--- src/rtl/sb_pkg.sv ---
package sb_pkg;

    typedef enum logic [1:0] {
        FU_IDLE     = 2'd0,
        FU_WAIT_OPS = 2'd1,
        FU_EXEC     = 2'd2,
        FU_WAIT_WB  = 2'd3
    } fu_state_e;

    typedef enum logic [1:0] {
        CLS_INT = 2'd0,
        CLS_MUL = 2'd1,
        CLS_ADD = 2'd2,
        CLS_DIV = 2'd3
    } op_class_e;

endpackage

--- src/rtl/sb_lowpick.sv ---
module sb_lowpick #(
    parameter int N = 5,
    parameter int W = 3
) (
    input  logic [N-1:0] req,
    output logic [N-1:0] gnt,
    output logic [W-1:0] idx,
    output logic         any
);
    // Fixed priority: the lowest index wins.
    always_comb begin
        gnt = '0;
        idx = '0;
        any = 1'b0;
        for (int i = 0; i < N; i++) begin
            if (req[i] && !any) begin
                gnt[i] = 1'b1;
                idx    = W'(i);
                any    = 1'b1;
            end
        end
    end
endmodule

--- src/rtl/sb_war_check.sv ---
module sb_war_check
    import sb_pkg::*;
#(
    parameter int NFU   = 5,
    parameter int REG_W = 5
) (
    input  fu_state_e        st [NFU],
    input  logic [REG_W-1:0] fi [NFU],
    input  logic [REG_W-1:0] fj [NFU],
    input  logic [REG_W-1:0] fk [NFU],
    input  logic             rj [NFU],
    input  logic             rk [NFU],
    output logic [NFU-1:0]   war
);
    // Unit u is blocked while another waiting unit still has to read the old value of fi[u].
    for (genvar u = 0; u < NFU; u++) begin : g_war
        always_comb begin
            war[u] = 1'b0;
            for (int v = 0; v < NFU; v++) begin
                if (v != u && st[v] == FU_WAIT_OPS &&
                    ((fj[v] == fi[u] && rj[v]) || (fk[v] == fi[u] && rk[v])))
                    war[u] = 1'b1;
            end
        end
    end
endmodule

--- src/rtl/sb_fu_slot.sv ---
module sb_fu_slot
    import sb_pkg::*;
#(
    parameter int REG_W = 5,
    parameter int IDX_W = 3,
    parameter int LAT   = 1
) (
    input  logic             clk,
    input  logic             rst_n,
    input  logic             iss_en,
    input  logic [REG_W-1:0] iss_dst,
    input  logic [REG_W-1:0] iss_src1,
    input  logic [REG_W-1:0] iss_src2,
    input  logic [IDX_W-1:0] iss_qj,
    input  logic             iss_qjv,
    input  logic [IDX_W-1:0] iss_qk,
    input  logic             iss_qkv,
    input  logic             bus_vld,
    input  logic [IDX_W-1:0] bus_idx,
    input  logic             wb_go,
    output fu_state_e        st,
    output logic [REG_W-1:0] fi,
    output logic [REG_W-1:0] fj,
    output logic [REG_W-1:0] fk,
    output logic             rj,
    output logic             rk,
    output logic             rd_req,
    output logic             done
);
    localparam int CNT_W = $clog2(LAT + 1);

    fu_state_e        st_q, st_d;
    logic [CNT_W-1:0] cnt_q;
    logic [IDX_W-1:0] qj_q, qk_q;
    logic             qjv_q, qkv_q;
    logic [REG_W-1:0] fi_q, fj_q, fk_q;
    logic             rj_q, rk_q;

    // Next-state logic.
    always_comb begin
        st_d = st_q;
        unique case (st_q)
            FU_IDLE:     if (iss_en)         st_d = FU_WAIT_OPS;
            FU_WAIT_OPS: if (rj_q && rk_q)   st_d = FU_EXEC;
            FU_EXEC:     if (cnt_q == CNT_W'(1)) st_d = FU_WAIT_WB;
            FU_WAIT_WB:  if (wb_go)          st_d = FU_IDLE;
            default:                         st_d = FU_IDLE;
        endcase
    end

    // State register.
    always_ff @(posedge clk or negedge rst_n) begin
        if (!rst_n) st_q <= FU_IDLE;
        else        st_q <= st_d;
    end

    // Record and countdown.
    always_ff @(posedge clk or negedge rst_n) begin
        if (!rst_n) begin
            cnt_q <= '0;
            fi_q  <= '0;
            fj_q  <= '0;
            fk_q  <= '0;
            qj_q  <= '0;
            qk_q  <= '0;
            qjv_q <= 1'b0;
            qkv_q <= 1'b0;
            rj_q  <= 1'b0;
            rk_q  <= 1'b0;
        end else begin
            unique case (st_q)
                FU_IDLE: begin
                    if (iss_en) begin
                        fi_q  <= iss_dst;
                        fj_q  <= iss_src1;
                        fk_q  <= iss_src2;
                        qj_q  <= iss_qj;
                        qk_q  <= iss_qk;
                        qjv_q <= iss_qjv;
                        qkv_q <= iss_qkv;
                        rj_q  <= !iss_qjv;
                        rk_q  <= !iss_qkv;
                    end
                end
                FU_WAIT_OPS: begin
                    if (rj_q && rk_q) begin
                        rj_q  <= 1'b0;
                        rk_q  <= 1'b0;
                        cnt_q <= CNT_W'(LAT);
                    end else begin
                        if (bus_vld && qjv_q && qj_q == bus_idx) begin
                            qjv_q <= 1'b0;
                            rj_q  <= 1'b1;
                        end
                        if (bus_vld && qkv_q && qk_q == bus_idx) begin
                            qkv_q <= 1'b0;
                            rk_q  <= 1'b1;
                        end
                    end
                end
                FU_EXEC:    cnt_q <= cnt_q - CNT_W'(1);
                FU_WAIT_WB: ;
                default:    ;
            endcase
        end
    end

    // Outputs.
    always_comb begin
        st     = st_q;
        fi     = fi_q;
        fj     = fj_q;
        fk     = fk_q;
        rj     = rj_q;
        rk     = rk_q;
        rd_req = (st_q == FU_WAIT_OPS) && rj_q && rk_q;
        done   = (st_q == FU_WAIT_WB);
    end
endmodule

--- src/rtl/sb_sched_ctrl.sv ---
module sb_sched_ctrl
    import sb_pkg::*;
#(
    parameter int REG_W   = 5,
    parameter int N_INT   = 1,
    parameter int N_MUL   = 2,
    parameter int N_ADD   = 1,
    parameter int N_DIV   = 1,
    parameter int LAT_INT = 1,
    parameter int LAT_MUL = 10,
    parameter int LAT_ADD = 2,
    parameter int LAT_DIV = 40,
    localparam int NFU    = N_INT + N_MUL + N_ADD + N_DIV
) (
    input  logic             clk,
    input  logic             rst_n,
    input  logic             in_valid,
    output logic             in_ready,
    input  logic [1:0]       in_cls,
    input  logic [REG_W-1:0] in_dst,
    input  logic [REG_W-1:0] in_src1,
    input  logic [REG_W-1:0] in_src2,
    output logic [NFU-1:0]   iss_grant,
    output logic [NFU-1:0]   rd_grant,
    output logic [NFU-1:0]   wb_grant,
    output logic [REG_W-1:0] wb_reg
);
    localparam int IDX_W  = (NFU > 1) ? $clog2(NFU) : 1;
    localparam int NREG   = 1 << REG_W;
    localparam int B_MUL  = N_INT;
    localparam int B_ADD  = N_INT + N_MUL;
    localparam int B_DIV  = N_INT + N_MUL + N_ADD;

    fu_state_e        st [NFU];
    logic [REG_W-1:0] fi [NFU];
    logic [REG_W-1:0] fj [NFU];
    logic [REG_W-1:0] fk [NFU];
    logic             rj [NFU];
    logic             rk [NFU];
    logic [NFU-1:0]   done, war, free_match, wb_cand, pick;
    logic [IDX_W-1:0] pick_idx, wb_idx;
    logic             pick_any, wb_any, fire;

    // Register result table: pending writer of each register.
    logic             rs_v [NREG];
    logic [IDX_W-1:0] rs_q [NREG];

    logic [IDX_W-1:0] qj, qk;
    logic             qjv, qkv;

    // Issue: lowest free unit of the class, no pending writer of the destination.
    sb_lowpick #(.N(NFU), .W(IDX_W)) u_iss_pick (
        .req(free_match), .gnt(pick), .idx(pick_idx), .any(pick_any)
    );

    assign in_ready  = pick_any && !rs_v[in_dst];
    assign fire      = in_valid && in_ready;
    assign iss_grant = fire ? pick : '0;

    // Producer lookup, with bypass of a producer writing back this cycle.
    always_comb begin
        qj  = rs_q[in_src1];
        qk  = rs_q[in_src2];
        qjv = rs_v[in_src1] && !(wb_any && wb_idx == rs_q[in_src1]);
        qkv = rs_v[in_src2] && !(wb_any && wb_idx == rs_q[in_src2]);
    end

    for (genvar u = 0; u < NFU; u++) begin : g_fu
        localparam logic [1:0] UCLS = (u < B_MUL) ? 2'(CLS_INT) :
                                      (u < B_ADD) ? 2'(CLS_MUL) :
                                      (u < B_DIV) ? 2'(CLS_ADD) : 2'(CLS_DIV);
        localparam int ULAT = (u < B_MUL) ? LAT_INT :
                              (u < B_ADD) ? LAT_MUL :
                              (u < B_DIV) ? LAT_ADD : LAT_DIV;

        assign free_match[u] = (st[u] == FU_IDLE) && (in_cls == UCLS);
        assign wb_cand[u]    = done[u] && !war[u];

        sb_fu_slot #(.REG_W(REG_W), .IDX_W(IDX_W), .LAT(ULAT)) u_slot (
            .clk      (clk),
            .rst_n    (rst_n),
            .iss_en   (iss_grant[u]),
            .iss_dst  (in_dst),
            .iss_src1 (in_src1),
            .iss_src2 (in_src2),
            .iss_qj   (qj),
            .iss_qjv  (qjv),
            .iss_qk   (qk),
            .iss_qkv  (qkv),
            .bus_vld  (wb_any),
            .bus_idx  (wb_idx),
            .wb_go    (wb_grant[u]),
            .st       (st[u]),
            .fi       (fi[u]),
            .fj       (fj[u]),
            .fk       (fk[u]),
            .rj       (rj[u]),
            .rk       (rk[u]),
            .rd_req   (rd_grant[u]),
            .done     (done[u])
        );
    end

    sb_war_check #(.NFU(NFU), .REG_W(REG_W)) u_war (
        .st(st), .fi(fi), .fj(fj), .fk(fk), .rj(rj), .rk(rk), .war(war)
    );

    // Single write-back port, fixed priority by unit index.
    sb_lowpick #(.N(NFU), .W(IDX_W)) u_wb_pick (
        .req(wb_cand), .gnt(wb_grant), .idx(wb_idx), .any(wb_any)
    );

    always_comb begin
        wb_reg = '0;
        for (int u = 0; u < NFU; u++)
            if (wb_grant[u]) wb_reg = wb_reg | fi[u];
    end

    // Register result table update: clear on write-back, set on issue.
    always_ff @(posedge clk or negedge rst_n) begin
        if (!rst_n) begin
            for (int r = 0; r < NREG; r++) begin
                rs_v[r] <= 1'b0;
                rs_q[r] <= '0;
            end
        end else begin
            if (wb_any) rs_v[wb_reg] <= 1'b0;
            if (fire) begin
                rs_v[in_dst] <= 1'b1;
                rs_q[in_dst] <= pick_idx;
            end
        end
    end
endmodule

--- config.mk ---
export PLATFORM = sky130hd
export DESIGN_NAME = sb_sched_ctrl
export DESIGN_NICKNAME = d
export VERILOG_FILES = /design/src/rtl/sb_pkg.sv /design/src/rtl/sb_lowpick.sv /design/src/rtl/sb_war_check.sv /design/src/rtl/sb_fu_slot.sv /design/src/rtl/sb_sched_ctrl.sv
export SDC_FILE = /design/constraint.sdc
export NUM_CORES = 1
export LEC_CHECK = 0
export CORE_ASPECT_RATIO = 0.75
export CORE_MARGIN = 1.5
export CORE_UTILIZATION = 40
export CTS_CLUSTER_SIZE = 14
export DETAILED_ROUTE_END_ITERATION = 8
export PLACE_DENSITY = 0.51
export REMOVE_ABC_BUFFERS = 1
export SLEW_MARGIN = 20
export SYNTH_ARGS = -nofsm -noshare
export SYNTH_HDL_FRONTEND = slang
export SYNTH_HIERARCHICAL = 1
export SYNTH_SLANG_ARGS = --single-unit
--- constraint.sdc ---
create_clock -name clk -period 5 [get_ports clk]
set_clock_uncertainty 0.05 [all_clocks]
set_input_delay 0.75 -clock clk [delete_from_list [all_inputs] [get_ports clk]]
set_output_delay 0.75 -clock clk [all_outputs]
set_load 0.05 [all_outputs]
==> flow_metrics.tcl <==
set metrics [dict create \
    wl_per_cell_um 24.9 \
    setup_viol 0 \
    worstMarginPinSlew_ns 0.876 \
    setup_ws_ns 0.170 \
    grt_usage_pct 24.7 \
    power_uw 8060 \
    cp.arrival_ns 4.03 \
    gp_congestion 0.901 \
    dp_hpwl_um 40400 \
    io_pins 41 \
    cts_max_level 1 \
    min_period_over_period_pct 96.6 \
    start_util_pct 40.4 \
    dp_slack_ns 0.240 \
    drv_slew 0 \
    layout_commonest_cell "dfrtp_1" \
    num-fill-cells 4103 \
    synthCells 1631 \
    core_mm2 0.0445 \
    startpoint_type "flip-flop" \
    fin_crit_ns 4.83 \
    regArea_mm2 0.00702 \
    grt_pass1_wl_um 86200 \
    io_buffers 40 \
    root_buffer "clkbuf_16" \
    die_x_um 248 \
    vias 13300 \
    design_area_mm2 0.0202 \
    ys_types 78 \
    cts_made_buffers 31 \
    peakVddDrop_mv 0.351 \
    fp.dieH_um 187 \
    ant_nets 0 \
    synth_area_mm2 0.0180 \
    avgSynthCellArea_um2 11.0 \
    crit_type "flip-flop to output pin" \
    power_density_mw_per_mm2 399 \
    synth-async-reset-ratio_pct 100 \
    postCtsHoldBufs 0 \
    layout_common_cells "dfrtp_1, xor2_1, xnor2_1, nand2_1, mux2_2" \
    layout.nets 1723 \
    die_area_mm2 0.0463 \
    first_iter_violations 1290 \
    worstPathRequired_ns 4.20 \
    ys_warn_count 6 \
    setup_tns_ns 0 \
    placed_cell_area_mm2 0.0192 \
    synth_seq_cells 280 \
    multiInputGateArea_mm2 0.0104 \
    holdWs_ns 0.166 \
    grt_max_degree 120 \
    violations "design-rule violations" \
    remaining_drc_errors 6 \
    worstHoldPathType "input pin to async pin" \
    maxSlewHeadroom_pct 41.6 \
    crit_fanout 7 \
    leakage_uw 0.00975 \
    rsz0062_at_grt "no" \
    worstSkewPairLatency_ns 0.58 \
    critPathCaptureType "output pin" \
    final_hold_viol_count 0 \
    cts_tree "built" \
    maxCapViolCount 0 \
    gr-total-overflow 0 \
    antenna_found_initial 1 \
    postCtsSetupRepairBufs 0 \
    seq_area_frac_synth_pct 38.9 \
    cts_resized 0 \
    rows 67 \
    synth_edf_count 0 \
    clkSlewWorstSetupHoldPaths_ns 0.06 \
    drive_gt1_share_pct 20.0 \
    routed_wl_um 56700 \
    synth_flop_cell "dfrtp_1" \
    clock_sinks 280 \
    drt_pre_antenna_iters 7 \
    via_per_inst 5.84 \
    max_freq_ghz 0.207 \
    syn2layout_area_growth_pct 12.3 \
    grt_pass1_vias 13200 \
    outcome "finished, violations left" \
    cts_max_path_buffers 3 \
]
## flip-flops by register name, summed over array words and instances, names as in the netlist, 10 cells and up
signal             count
g_fu.u_slot/cnt_q     17
g_fu.u_slot/st        10
g_fu.u_slot/fi        25
g_fu.u_slot/fj        25
g_fu.u_slot/qj_q      15
rs_v                  32
g_fu.u_slot/qk_q      15
g_fu.u_slot/fk        25
rs_q                  96
## stage by stage
step / util [%] / std cells
final: 45.4 / 2280
after global placement: 43.2 / 2225
after floorplan: - / 1538
after global routing: 45.4 / 2279
after detailed placement: 43.2 / 2225
after CTS: 45.4 / 2279
## worst max-delay path: stages, from the launching register on
cell and delay [ns]:
dfrtp_1 0.45, nand3b_1 0.39, nor3_1 0.17, nor4_1 0.31, nand4_1 0.22, nor2b_1 0.35
inv_1 0.10, nor2_1 0.43, buf_4 0.21, clkdlybuf4s50_1 0.81
## cell usage after synthesis (26+ instances only)
cell type / n / area, um^2
mux2_4: 28 / 420
nor2_1: 51 / 191
a22oi_1: 36 / 270
dfrtp_1: 280 / 7010
ha_1: 31 / 388
buf_2: 45 / 225
mux4_2: 37 / 833
o21ai_0: 62 / 310
nor4_1: 26 / 163
nand2_1: 95 / 357
nor3_1: 35 / 175
clkbuf_1: 28 / 105
mux2_2: 92 / 1040
mux2i_1: 82 / 821
mux2_1: 88 / 991
xor2_1: 133 / 1160
xnor2_1: 105 / 920
## power breakdown
part | switching, uW | total [uW] | internal (uW)
logic | 1770 | 2960 | 1190
clock network | 950 | 2220 | 1270
registers | 376 | 2880 | 2500
total | 3090 | 8060 | 4970
## cell families after synthesis
family | synth area share (%)
AO/OA/AOI/OAI | 8.14
XOR/XNOR | 11.6
adder cells (fa/ha/maj) | 2.16
buffers and inverters | 3.21
flip-flops | 38.9
multiplexers | 22.8
AND/OR/NAND/NOR | 13.2
## area by class of cell
cell class | count | area share, %
Multi-Input combinational cell | 1231 | 51.6
Tap cell | 586 | 3.63
Clock inverter | 7 | 0.316
Timing Repair Buffer | 101 | 4.85
Inverter | 27 | 0.501
Antenna cell | 1 | 0.0124
Clock buffer | 47 | 4.43
Sequential cell | 280 | 34.7
## per-layer routing
layer  global-route usage [%]  wire (um)  vias to the layer above
li1                         -          -                     5959
met1                     38.7      27500                     6793
met2                     33.9      23200                      512
met3                     6.01       4930                       55
met4                     4.94       1070                        0
met5                        0          0                        -
## path summary, 6_finish.rpt
check                                         from                      end  slack, ns  cells past startpoint
max                           g_fu[3].u_slot/st[1]              wb_grant[1]       0.17                      9
min                                          rst_n                 rs_q[94]       0.17                      1
max reg2reg                   g_fu[3].u_slot/st[1]        g_fu[1].u_slot/rk       0.73                     14
min reg2reg                g_fu[3].u_slot/cnt_q[1]  g_fu[3].u_slot/cnt_q[1]       0.44                      1
max in group asynchronous                    rst_n     g_fu[1].u_slot/fi[4]       3.42                      2
min in group clk           g_fu[3].u_slot/cnt_q[1]  g_fu[3].u_slot/cnt_q[1]       0.44                      1
Power figures use the tool's default switching activity.
